**config.mk**
```make
export PLATFORM = sky130hd
export DESIGN_NAME = rst_cause_ctrl
export DESIGN_NICKNAME = d
export VERILOG_FILES = /design/src/rtl/rcs_pkg.sv /design/src/rtl/rcs_sync.sv /design/src/rtl/rcs_arbiter.sv /design/src/rtl/rcs_sleep_trk.sv /design/src/rtl/rcs_stretch.sv /design/src/rtl/rcs_status_reg.sv /design/src/rtl/rst_cause_ctrl.sv
export SDC_FILE = /design/constraint.sdc
export NUM_CORES = 1
export LEC_CHECK = 0
export BUFFER_PORTS_ARGS = -buffer_cell sky130_fd_sc_hd__clkbuf_2
export CAP_MARGIN = 20
export CELL_PAD_IN_SITES_DETAIL_PLACEMENT = 1
export CELL_PAD_IN_SITES_GLOBAL_PLACEMENT = 2
export CORE_UTILIZATION = 30
export CTS_BUF_LIST = sky130_fd_sc_hd__clkbuf_16
export CTS_CLUSTER_SIZE = 8
export DETAILED_ROUTE_END_ITERATION = 7
export PLACE_DENSITY = 0.85
export SLEW_MARGIN = 20
export SYNTH_ARGS = -nofsm -noshare
export SYNTH_HDL_FRONTEND = slang
export SYNTH_HIERARCHICAL = 1
export SYNTH_SLANG_ARGS = --single-unit
```
**constraint.sdc**
```tcl
create_clock -name clk -period 2 [get_ports clk]
set_clock_uncertainty 0.1 [all_clocks]
set_input_delay 0.2 -clock clk [delete_from_list [all_inputs] [get_ports clk]]
set_output_delay 0.2 -clock clk [all_outputs]
set_load 0.02 [all_outputs]
```
**src/rtl/rcs_pkg.sv**
```systemverilog
package rcs_pkg;

  localparam int STAT_W = 8;

  // Bit positions inside the status register
  localparam int TO_BIT = 4;
  localparam int PD_BIT = 3;

  // Bits the core may write: page[7:5] and arithmetic flags [2:0]
  localparam logic [STAT_W-1:0] WR_MASK = 8'hE7;

  // Value forced by power-on
  localparam logic [STAT_W-1:0] STAT_POR = 8'h18;

  typedef enum logic [2:0] {
    EVT_NONE    = 3'd0,
    EVT_POWERON = 3'd1,
    EVT_CLR_RUN = 3'd2,
    EVT_CLR_SLP = 3'd3,
    EVT_WDT_RUN = 3'd4,
    EVT_WDT_SLP = 3'd5
  } rst_evt_e;

endpackage

```
**src/rtl/rcs_sync.sv**
```systemverilog
module rcs_sync #(
  parameter int   STAGES  = 2,
  parameter logic RST_VAL = 1'b0
) (
  input  logic clk,
  input  logic rst_n,
  input  logic d,
  output logic q
);

  logic [STAGES-1:0] chain_q;
  logic [STAGES-1:0] chain_d;

  generate
    for (genvar s = 0; s < STAGES; s++) begin : g_stage
      if (s == 0) begin : g_first
        assign chain_d[s] = d;
      end else begin : g_next
        assign chain_d[s] = chain_q[s-1];
      end
    end
  endgenerate

  always_ff @(posedge clk or negedge rst_n) begin
    if (!rst_n) chain_q <= {STAGES{RST_VAL}};
    else        chain_q <= chain_d;
  end

  assign q = chain_q[STAGES-1];

endmodule

```
**src/rtl/rcs_arbiter.sv**
```systemverilog
module rcs_arbiter
  import rcs_pkg::*;
(
  input  logic     por_act,
  input  logic     clr_act,
  input  logic     wdt_act,
  input  logic     sleep_q,
  output rst_evt_e evt,
  output logic     any_src
);

  always_comb begin
    any_src = por_act | clr_act | wdt_act;
    if (por_act)      evt = EVT_POWERON;
    else if (clr_act) evt = sleep_q ? EVT_CLR_SLP : EVT_CLR_RUN;
    else if (wdt_act) evt = sleep_q ? EVT_WDT_SLP : EVT_WDT_RUN;
    else              evt = EVT_NONE;
  end

endmodule

```
**src/rtl/rcs_sleep_trk.sv**
```systemverilog
module rcs_sleep_trk (
  input  logic clk,
  input  logic rst_n,
  input  logic any_src,
  input  logic core_run,
  input  logic sleep_req,
  output logic sleep_q
);

  logic sleep_d;
  logic sleep_en;

  always_comb begin
    sleep_en = any_src | (sleep_req & core_run);
    sleep_d  = ~any_src;
  end

  always_ff @(posedge clk or negedge rst_n) begin
    if (!rst_n)        sleep_q <= 1'b0;
    else if (sleep_en) sleep_q <= sleep_d;
  end

endmodule

```
**src/rtl/rcs_stretch.sv**
```systemverilog
module rcs_stretch #(
  parameter int HOLD_CYCLES = 4
) (
  input  logic clk,
  input  logic rst_n,
  input  logic any_src,
  output logic core_rst_n
);

  localparam int CNT_W = $clog2(HOLD_CYCLES + 1);
  localparam logic [CNT_W-1:0] HOLD_V = CNT_W'(HOLD_CYCLES);

  logic [CNT_W-1:0] cnt_q;
  logic [CNT_W-1:0] cnt_d;
  logic             cnt_en;

  always_comb begin
    cnt_en = any_src | (cnt_q != '0);
    cnt_d  = any_src ? HOLD_V : cnt_q - 1'b1;
  end

  always_ff @(posedge clk or negedge rst_n) begin
    if (!rst_n)      cnt_q <= HOLD_V;
    else if (cnt_en) cnt_q <= cnt_d;
  end

  assign core_rst_n = (cnt_q == '0);

endmodule

```
**src/rtl/rcs_status_reg.sv**
```systemverilog
module rcs_status_reg
  import rcs_pkg::*;
(
  input  logic              clk,
  input  logic              rst_n,
  input  rst_evt_e          evt,
  input  logic              core_run,
  input  logic              wr_en,
  input  logic [STAT_W-1:0] wr_data,
  output logic [STAT_W-1:0] stat_q
);

  logic [STAT_W-1:0] stat_d;
  logic              stat_en;

  always_comb begin
    stat_d  = stat_q;
    stat_en = 1'b0;
    unique case (evt)
      EVT_POWERON: begin
        stat_en = 1'b1;
        stat_d  = STAT_POR;
      end
      EVT_CLR_RUN: begin
        stat_en = 1'b1;
        stat_d  = {3'b000, stat_q[TO_BIT], stat_q[PD_BIT], stat_q[2:0]};
      end
      EVT_CLR_SLP: begin
        stat_en = 1'b1;
        stat_d  = {3'b000, 1'b1, 1'b0, stat_q[2:0]};
      end
      EVT_WDT_RUN: begin
        stat_en = 1'b1;
        stat_d  = {3'b000, 1'b0, 1'b1, stat_q[2:0]};
      end
      EVT_WDT_SLP: begin
        stat_en = 1'b1;
        stat_d  = {3'b000, 1'b0, 1'b0, stat_q[2:0]};
      end
      default: begin
        stat_en = wr_en & core_run;
        stat_d  = (wr_data & WR_MASK) | (stat_q & ~WR_MASK);
      end
    endcase
  end

  always_ff @(posedge clk or negedge rst_n) begin
    if (!rst_n)       stat_q <= STAT_POR;
    else if (stat_en) stat_q <= stat_d;
  end

endmodule

```
**src/rtl/rst_cause_ctrl.sv**
```systemverilog
module rst_cause_ctrl
  import rcs_pkg::*;
#(
  parameter int SYNC_STAGES = 2,
  parameter int HOLD_CYCLES = 4
) (
  input  logic              clk,
  input  logic              por_n,
  input  logic              ext_clr_n,
  input  logic              wdt_to,
  input  logic              sleep_req,
  input  logic              stat_we,
  input  logic [STAT_W-1:0] stat_wdata,
  output logic              core_rst_n,
  output logic [STAT_W-1:0] stat_q
);

  logic     por_ok;
  logic     clr_sync;
  logic     por_act;
  logic     clr_act;
  logic     wdt_act;
  logic     sleep_q;
  logic     any_src;
  rst_evt_e evt;

  // Power-on release, synchronized to clk
  rcs_sync #(.STAGES(SYNC_STAGES), .RST_VAL(1'b0)) u_por_sync (
    .clk   (clk),
    .rst_n (por_n),
    .d     (1'b1),
    .q     (por_ok)
  );

  // External clear pin synchronizer
  rcs_sync #(.STAGES(SYNC_STAGES), .RST_VAL(1'b1)) u_clr_sync (
    .clk   (clk),
    .rst_n (por_n),
    .d     (ext_clr_n),
    .q     (clr_sync)
  );

  assign por_act = ~por_ok;
  assign clr_act = ~clr_sync;
  assign wdt_act = wdt_to;

  rcs_arbiter u_arb (
    .por_act (por_act),
    .clr_act (clr_act),
    .wdt_act (wdt_act),
    .sleep_q (sleep_q),
    .evt     (evt),
    .any_src (any_src)
  );

  rcs_sleep_trk u_sleep (
    .clk       (clk),
    .rst_n     (por_n),
    .any_src   (any_src),
    .core_run  (core_rst_n),
    .sleep_req (sleep_req),
    .sleep_q   (sleep_q)
  );

  rcs_stretch #(.HOLD_CYCLES(HOLD_CYCLES)) u_stretch (
    .clk        (clk),
    .rst_n      (por_n),
    .any_src    (any_src),
    .core_rst_n (core_rst_n)
  );

  rcs_status_reg u_stat (
    .clk      (clk),
    .rst_n    (por_n),
    .evt      (evt),
    .core_run (core_rst_n),
    .wr_en    (stat_we),
    .wr_data  (stat_wdata),
    .stat_q   (stat_q)
  );

endmodule

```
==> results.py, run 1 <==
metrics = {
    "drt": {
        "drt_iter0_drc": 4,
        "wirelength_um": 1920,
        "drc": 0,
        "wire_per_inst_um": 14.3,
        "drtPass1Iterations": 4,
        "ant_nets": 0,
        "via_per_inst": 4.83,
        "vias": 647,
    },
    "power_and_ir_drop": {
        "peakVddDrop_mv": 0.476,
        "p_leak_nw": 0.464,
        "power_density_nw_per_um2": 825,
        "power_w": 0.000842,
    },
    "yosys": {
        "synth_area_um2": 800,
        "yosysTopAreaCell": "dfrtp_1",
        "synth_top_cell_area_share_pct": 34.4,
        "yosysWarnings": 6,
        "synth_cell_types": 27,
        "synth_area_leaders": "dfrtp_1 34%, dfstp_2 16%, a21oi_1 4.4%",
        "postSynthCellCount": 79,
        "syn_avg_cell_area_um2": 10.1,
        "synth-seq-cells": 16,
        "synth-seq-area-share_pct": 50.9,
        "syn_nets": 95,
    },
    "sta": {
        "max_freq_mhz": 560,
        "rsz0062_at_grt": "no",
        "fin_tns_setup_ns": 0,
        "finalCritPeriodShare_pct": 89.3,
        "hold_viol": 0,
        "whs_ns": 0.0748,
        "slew_violations": 0,
        "finalSetupViolations": 0,
        "finalCriticalPeriod_ns": 1.79,
    },
    "floorplanning": {
        "dieArea_um2": 2880,
        "core_area_um2": 2500,
        "io_pins": 23,
        "initial_utilization_pct": 32.0,
        "dieWidth_um": 53.6,
        "num_rows": 18,
        "die_y_um": 53.6,
    },
    "finish": {
        "nNetsFinal": 121,
        "fin_area_um2": 1020,
        "n_antenna_cell": 0,
        "final_core_util_pct": 40.8,
        "area_growth_pct": 27.7,
        "drive_above_1_share_pct": 31.7,
    },
    "clock_network": {
        "cts_max_level": 1,
        "postCtsResizedCells": 0,
        "cts_setup_buffers": 0,
        "cts_buffers": 3,
        "clock_sinks": 16,
        "clk_latency_ns": 0.25,
        "cts-hold-fix-buffers": 2,
        "clockBufferDepth": 2,
        "clk_pin_slew_worst_paths_ns": 0.05,
        "cts_tree": "yes",
        "root_buffer": "clkbuf_16",
    },
    "global_route": {
        "grt_first_pass_wirelength_um": 3040,
        "grt_max_degree": 17,
        "grt_use_total_pct": 15.5,
        "antenna_found_initial": 0,
        "grt_pass1_vias": 653,
        "grt_overflow": 0,
    },
    "run_status": {
        "status": "complete, no violations",
    },
    "worst_hold_path": {
        "hp-class": "input port to flop",
    },
    "critical_path": {
        "worstPathArrival_ns": 1.83,
        "rrSetupSlack_ns": 0.21,
        "setup.worst_path.start_class": "flop",
        "worstSetupEndpointType": "flop",
        "worstPathMaxFanout": 9,
        "critical_path_class": "flop to flop",
        "required_ns": 2.05,
    },
    "placed_design": {
        "post_dp_cell_area_um2": 922,
        "place_congestion": 0.733,
        "dp_hpwl_um": 1350,
        "portBuffers": 20,
    },
    "run": {
        "cap_violations": 0,
    },
}
[worst max-delay path, cell delays in order, from the launching register on]
cell,delay [ns]
dfrtp_1,0.39
inv_1,0.10
ha_1,0.20
nor2b_4,0.28
and2_1,0.31
a21oi_1,0.11
a211oi_1,0.20
[cell usage in the layout, fill, tap and decap left out, drive strengths merged]
| cell type | synthesis | layout |
|---|---|---|
| clkbuf | 0 | 23 |
| dfrtp | 11 | 11 |
| nor2 | 9 | 9 |
| nand2 | 8 | 8 |
| a21oi | 7 | 7 |
| inv | 5 | 5 |
| dfstp | 5 | 5 |
| nor2b | 4 | 4 |
| o21ai | 4 | 4 |
| nand3b | 3 | 3 |
| a221oi | 3 | 3 |
| a211oi | 3 | 3 |
| dlygate4sd3 | 0 | 2 |
| nand2b | 2 | 2 |
| and2 | 2 | 2 |
| ha | 2 | 2 |
| clkinv | 0 | 1 |
| or3 | 1 | 1 |
| nor3b | 1 | 1 |
| conb | 1 | 1 |
| nor3 | 1 | 1 |
| xnor2 | 1 | 1 |
| buf | 2 | 1 |
| mux2 | 1 | 1 |
| nand4bb | 1 | 1 |
| o31ai | 1 | 1 |
| a211o | 1 | 1 |
[metal layers]
metal  global-route usage, %  vias up  routed length (µm)
met3                    4.52        4                  71
met4                    7.89        0                  27
met1                    18.7      314                 876
met2                    24.8       10                 944
met5                       0        -                   0
li1                        -      319                   -
[path summary, 6_finish.rpt]
path,start,to,depth (start not counted)
hold reg to reg,u_clr_sync/chain_q[0]$_DFF_PN1_,u_clr_sync/chain_q[1]$_DFF_PN1_,0
setup reg to reg,u_stretch/cnt_q[0]$_DFFE_PN0P_,u_stat/stat_q[0]$_DFFE_PN0P_,6
max in group asynchronous,por_n,async pin,2
hold / removal,stat_wdata[5],u_stat/stat_q[5]$_DFFE_PN0P_,3
min in group asynchronous,por_n,u_stat/stat_q[5]$_DFFE_PN0P_,2
setup / recovery,u_stretch/cnt_q[0]$_DFFE_PN0P_,u_stat/stat_q[0]$_DFFE_PN0P_,6
[area by class of cell]
class,count,area [µm²]
clock buffers,3,75.1
clock inverters,1,3.75
fillers,298,1480
inverters,5,18.8
multi-input cells,56,352
flip-flops and latches,16,407
well taps,30,37.5
repair buffers,23,128
[where the power goes]
part           switching [W]  leakage, nW  internal [W]  total (W)
clock               0.000131       0.0385      0.000266   0.000396
sequential        0.00000820        0.200      0.000343   0.000352
combinational      0.0000554        0.226     0.0000387  0.0000941
total               0.000194        0.464      0.000648   0.000842
[kinds of logic after synthesis]
| logic type | synth area share, % |
|---|---|
| and+or+nand+nor | 22.4 |
| AOI/OAI and AO/OA | 15.0 |
| DFF | 50.9 |
| buffers and inverters | 5.16 |
| adders and majority gates | 3.13 |
| other | 0.469 |
| xor gates and xnor gates | 1.10 |
| muxes | 1.88 |
[synth_stat cells]
library cell and instances:
nor3b_1 1, or3_1 1, nand2b_1 2, ha_1 2
inv_1 5, dfstp_2 5, conb_1 1, dfrtp_1 11
o21ai_1 3, nor2b_4 1, nand4bb_1 1, a21oi_1 7
a211oi_1 3, o21ai_0 1, mux2_4 1, o31ai_1 1
nor3_1 1, nor2b_1 3, buf_6 2, nor2_1 7
nand3b_1 3, nor2_2 2, and2_1 2, a221oi_1 3
nand2_1 8, xnor2_1 1, a211o_1 1
[stage by stage]
step	instances	worst slack (ns)
global placement	128	0.345
CTS	134	0.207
finish	134	0.215
global route	134	0.0958
floorplan	79	0.416
detailed placement	128	0.266
Note: power is estimated with default switching activity, not from simulation.
==> inputs of run 2 (changes only) <==
--- a/config.mk
+++ b/config.mk
@@ -13,7 +13,7 @@
 export CTS_BUF_LIST = sky130_fd_sc_hd__clkbuf_16
 export CTS_CLUSTER_SIZE = 8
 export DETAILED_ROUTE_END_ITERATION = 7
-export PLACE_DENSITY = 0.85
+export PLACE_DENSITY_LB_ADDON = 0.1
 export SLEW_MARGIN = 20
 export SYNTH_ARGS = -nofsm -noshare
 export SYNTH_HDL_FRONTEND = slang
==> run 2 against run 1 <==
Compared with the run above: fmax grew 2.1%; worst hold slack got worse by 0.0016 ns; wire length shrank 11%; worst setup slack better by 0.037 ns.
==> results.py, run 2 (synthesized netlist as in run 1, its figures left out) <==
metrics = {
    "sta": {
        "finalCritPeriodShare_pct": 87.4,
        "fin_tns_setup_ns": 0,
        "finalCriticalPeriod_ns": 1.75,
        "finalSetupViolations": 0,
        "max_freq_mhz": 572,
        "whs_ns": 0.0732,
        "hold_viol": 0,
        "rsz0062_at_grt": "no",
        "slew_violations": 0,
    },
    "clock_network": {
        "root_buffer": "clkbuf_16",
        "cts_buffers": 3,
        "cts_tree": "yes",
        "cts_max_level": 1,
        "clk_pin_slew_worst_paths_ns": 0.05,
        "clockBufferDepth": 2,
        "clk_latency_ns": 0.24,
        "cts_setup_buffers": 0,
        "clock_sinks": 16,
    },
    "critical_path": {
        "worstPathArrival_ns": 1.79,
        "critical_path_class": "flop to flop",
        "crit_end": "u_stat/stat_q[0]$_DFFE_PN0P_",
        "slowest_stage": "dfrtp_1",
        "r2r_start": "u_stretch/cnt_q[0]$_DFFE_PN0P_",
        "worstSetupEndpointType": "flop",
        "critPathMaxStageDelay_ns": 0.38,
        "required_ns": 2.04,
        "setup.worst_path.start_class": "flop",
        "path_cells": "inv_1, ha_1, nor2b_4, and2_1, a21oi_1, a211oi_1",
        "rrSetupSlack_ns": 0.25,
        "crit_start": "u_stretch/cnt_q[0]$_DFFE_PN0P_",
        "worstPathMaxFanout": 9,
        "ff2ff_path_depth": 6,
        "r2r_end": "u_stat/stat_q[0]$_DFFE_PN0P_",
    },
    "floorplanning": {
        "dieWidth_um": 53.6,
        "initial_utilization_pct": 32.0,
        "io_pins": 23,
        "dieArea_um2": 2880,
        "die_y_um": 53.6,
        "num_rows": 18,
        "core_area_um2": 2500,
    },
    "power_and_ir_drop": {
        "p_leak_nw": 0.470,
        "peakVddDrop_mv": 0.451,
        "power_density_nw_per_um2": 808,
    },
    "global_route": {
        "grt_pass1_vias": 645,
        "antenna_found_initial": 0,
        "grt_first_pass_wirelength_um": 2990,
        "grt_max_degree": 17,
        "grt_overflow": 0,
        "grt_use_total_pct": 15.2,
    },
    "finish": {
        "n_antenna_cell": 0,
        "area_growth_pct": 28.6,
        "layout_commonest_cell": "clkbuf_2",
        "drive_above_1_share_pct": 32.4,
        "final_cell_mix": "20 x clkbuf_2, 11 x dfrtp_1, 8 x nand2_1, 7 x a21oi_1, 7 x nor2_1",
        "nNetsFinal": 122,
    },
    "placed_design": {
        "place_congestion": 0.675,
        "dp_hpwl_um": 1270,
        "portBuffers": 20,
    },
    "run": {
        "cap_violations": 0,
    },
    "drt": {
        "ant_nets": 0,
        "drc": 0,
        "drtPass1Iterations": 4,
        "vias": 648,
        "wire_per_inst_um": 12.6,
        "drt_iter0_drc": 7,
        "wirelength_um": 1710,
        "via_per_inst": 4.80,
    },
    "worst_hold_path": {
        "hp-class": "input port to flop",
    },
    "run_status": {
        "status": "complete, no violations",
    },
}
-- run 2: how the worst min path moves through the flow --
stage	cells after the start	to	from	slack, ns
2_1_floorplan	0	u_por_sync/chain_q[0]$_DFF_PN0_	por_n	-0.20
3_3_place_gp	1	u_stretch/cnt_q[1]$_DFFE_PN0P_	por_n	0.06
3_5_place_dp	1	u_stretch/cnt_q[1]$_DFFE_PN0P_	por_n	0.05
4_1_cts	3	u_stat/stat_q[7]$_DFFE_PN0P_	stat_wdata[7]	0.07
5_1_grt	3	u_stat/stat_q[7]$_DFFE_PN0P_	stat_wdata[7]	0.08
6_report	3	u_stat/stat_q[7]$_DFFE_PN0P_	stat_wdata[7]	0.07
-- run 2: layout make-up --
cell class              count  area [µm²]
repair buffers             24         135
inverters                   5        18.8
fillers                   305        1470
clock buffers               3        75.1
clock inverters             1        3.75
multi-input cells          56         352
flip-flops and latches     16         407
well taps                  30        37.5
-- run 2: per-stage QoR --
step           instance area [µm²]  std cells  total power [W]  utilization (%)  setup slack, ns
2_1_floorplan                  800         79         0.000412                -            0.416
3_3_place_gp                   930        129         0.000447             37.2            0.305
3_5_place_dp                   930        129         0.000450             37.2            0.249
4_1_cts                       1030        135         0.000850             41.1            0.232
5_1_grt                       1030        135         0.000876             41.1           0.0607
6_report                      1030        135         0.000831             41.1            0.251
-- run 2: what timing repair did --
action	CTS	global route
hold buffers	2	0
resized for setup	0	0
endpoints found under the hold margin	12	0
-- run 2: layer usage --
layer | share of wire [%] | vias up | global-route usage [%]
met5 | 0 | - | 0
met4 | 1.1 | 0 | 7.89
met3 | 3.6 | 2 | 4.24
met2 | 45 | 13 | 21.0
met1 | 51 | 308 | 21.3
li1 | - | 325 | -
-- run 2: report_power, final --
| group | internal, W | switching (W) | total, W |
|---|---|---|---|
| Sequential | 0.000344 | 0.00000784 | 0.000351 |
| Combinational | 0.0000400 | 0.0000550 | 0.0000950 |
| Clock | 0.000265 | 0.000120 | 0.000385 |
| Total | 0.000649 | 0.000183 | 0.000831 |
-- run 2: worst max-delay path: cells and delay by family (launching register included) --
kind,cells,cell delay (ns)
AOI/OAI and AO/OA,2,0.30
buffers and inverters,1,0.09
adders and majority gates,1,0.19
DFF,1,0.38
and+or+nand+nor,2,0.59
==> inputs of run 3 (changes only) <==
--- a/config.mk
+++ b/config.mk
@@ -13,7 +13,7 @@
 export CTS_BUF_LIST = sky130_fd_sc_hd__clkbuf_16
 export CTS_CLUSTER_SIZE = 8
 export DETAILED_ROUTE_END_ITERATION = 7
-export PLACE_DENSITY_LB_ADDON = 0.1
+export PLACE_DENSITY_LB_ADDON = 0.08
 export SLEW_MARGIN = 20
 export SYNTH_ARGS = -nofsm -noshare
 export SYNTH_HDL_FRONTEND = slang
==> run 3 against run 2 <==
Compared with the run above: register-to-register slack about the same; fmax grew 0.78%; sequential share of layout area unchanged; worst setup slack improved by 0.014 ns; final area unchanged; non-clock buffer count is the same; count of clock-buffer cells in the layout stayed put; critical path depth is the same; combinational power barely moved; core utilization did not move; clock power increased by 2%; global-route usage shrank 0.37 points.
==> results.py, run 3 (synthesized netlist as in run 1, its figures left out) <==
metrics = {
    "global_route": {
        "grt_first_pass_wirelength_um": 2860,
        "grt_max_degree": 17,
        "antenna_found_initial": 0,
        "use_met3_pct": 4.24,
        "grt_overflow": 0,
        "grt_use_met1_pct": 19.0,
        "grt_use_total_pct": 14.8,
        "grt_pass1_vias": 627,
        "grt_use_met2_pct": 21.9,
        "top_usage_layer": "met2",
    },
    "sta": {
        "finalSetupViolations": 0,
        "fin_tns_setup_ns": 0,
        "max_freq_mhz": 576,
        "hold_viol": 0,
        "slew_violations": 0,
        "rsz0062_at_grt": "no",
        "worst_slack_ns": 0.265,
        "finalCriticalPeriod_ns": 1.74,
        "finalCritPeriodShare_pct": 86.8,
    },
    "critical_path": {
        "critical_path_class": "flop to flop",
        "worstPathMaxFanout": 9,
        "worstSetupEndpointType": "flop",
        "setup.worst_path.start_class": "flop",
        "worstPathArrival_ns": 1.78,
        "required_ns": 2.05,
    },
    "run_status": {
        "status": "complete, no violations",
    },
    "clock_network": {
        "cts_tree": "yes",
        "cts_buffers": 3,
        "root_buffer": "clkbuf_16",
        "clockBufferDepth": 2,
        "cts_max_level": 1,
        "clk_latency_ns": 0.25,
        "clock_sinks": 16,
        "clk_pin_slew_worst_paths_ns": 0.05,
    },
    "floorplanning": {
        "num_rows": 18,
        "io_pins": 23,
        "dieArea_um2": 2880,
        "initial_utilization_pct": 32.0,
        "core_area_um2": 2500,
        "die_y_um": 53.6,
        "dieWidth_um": 53.6,
    },
    "finish": {
        "drive_above_1_share_pct": 32.4,
        "n_antenna_cell": 0,
        "layout_commonest_cell": "clkbuf_2",
        "nNetsFinal": 122,
        "final_cell_mix": "20 x clkbuf_2, 11 x dfrtp_1, 8 x nand2_1, 7 x a21oi_1, 7 x nor2_1",
        "area_growth_pct": 28.6,
        "final_core_util_pct": 41.1,
    },
    "drt": {
        "drc": 0,
        "vias": 661,
        "drt_iter0_drc": 2,
        "via_per_inst": 4.90,
        "wirelength_um": 1750,
        "drtPass1Iterations": 2,
        "ant_nets": 0,
        "wire_per_inst_um": 12.9,
    },
    "power_and_ir_drop": {
        "peakVddDrop_mv": 0.432,
        "p_leak_nw": 0.470,
        "power_density_nw_per_um2": 816,
    },
    "run": {
        "cap_violations": 0,
    },
    "placed_design": {
        "place_congestion": 0.653,
        "dp_hpwl_um": 1330,
        "portBuffers": 20,
        "place_ws_ns": 0.246,
    },
    "worst_hold_path": {
        "hp-class": "input port to flop",
    },
}
## run 3: routing by layer
metal | part of all wire [%] | wire [µm]
met5 | 0 | 0
met3 | 3.4 | 60
met4 | 2.4 | 42
met1 | 47 | 826
met2 | 47 | 815
## run 3: where the power goes
part / leakage, nW / internal (W) / switching [W]
combinational: 0.231 / 0.0000401 / 0.0000550
sequential: 0.200 / 0.000343 / 0.00000766
clock: 0.0385 / 0.000265 / 0.000127
## run 3: layout make-up
type	instances	area (µm²)
clock buffer	3	75.1
clock inverter	1	3.75
fill	291	1470
inverter	5	18.8
multi-input combinational	56	352
sequential	16	407
tap	30	37.5
timing repair buffer	24	135
## run 3: timing repair
item                      4_1_cts  5_1_grt
hold buffers                    2        0
gates resized for setup         0        0
hold endpoints to repair       12        0
buffers inserted                0        0
## run 3: stage by stage
step                instances  power [W]  hold WS, ns  cell area, µm²
CTS                       135   0.000851       0.0667            1030
detailed placement        129   0.000450       0.0457             930
global route              135   0.000877       0.0998            1030
global placement          129   0.000448       0.0517             930
floorplan                  79   0.000412       -0.196             800
finish                    135   0.000839       0.0734            1030
## run 3: worst paths after layout
check | startpoint | slack (ns) | cells after the start | to
hold / removal | stat_wdata[7] | 0.07 | 3 | u_stat/stat_q[7]$_DFFE_PN0P_
max in group asynchronous | por_n | 1.17 | 2 | u_clr_sync/chain_q[0]$_DFF_PN1_
setup reg to reg | u_stretch/cnt_q[0]$_DFFE_PN0P_ | 0.26 | 6 | u_stat/stat_q[2]$_DFFE_PN0P_
hold reg to reg | u_por_sync/chain_q[0]$_DFF_PN0_ | 0.25 | 0 | u_por_sync/chain_q[1]$_DFF_PN0_
setup / recovery | u_stretch/cnt_q[0]$_DFFE_PN0P_ | 0.26 | 6 | u_stat/stat_q[2]$_DFFE_PN0P_
min in group asynchronous | por_n | 0.31 | 2 | u_stat/stat_q[5]$_DFFE_PN0P_
## run 3: critical path, stage by stage, from the launching register on
cell,delay (ns)
dfrtp_1,0.39
inv_1,0.08
ha_1,0.19
nor2b_4,0.27
and2_1,0.31
a21oi_1,0.10
a211oi_1,0.20
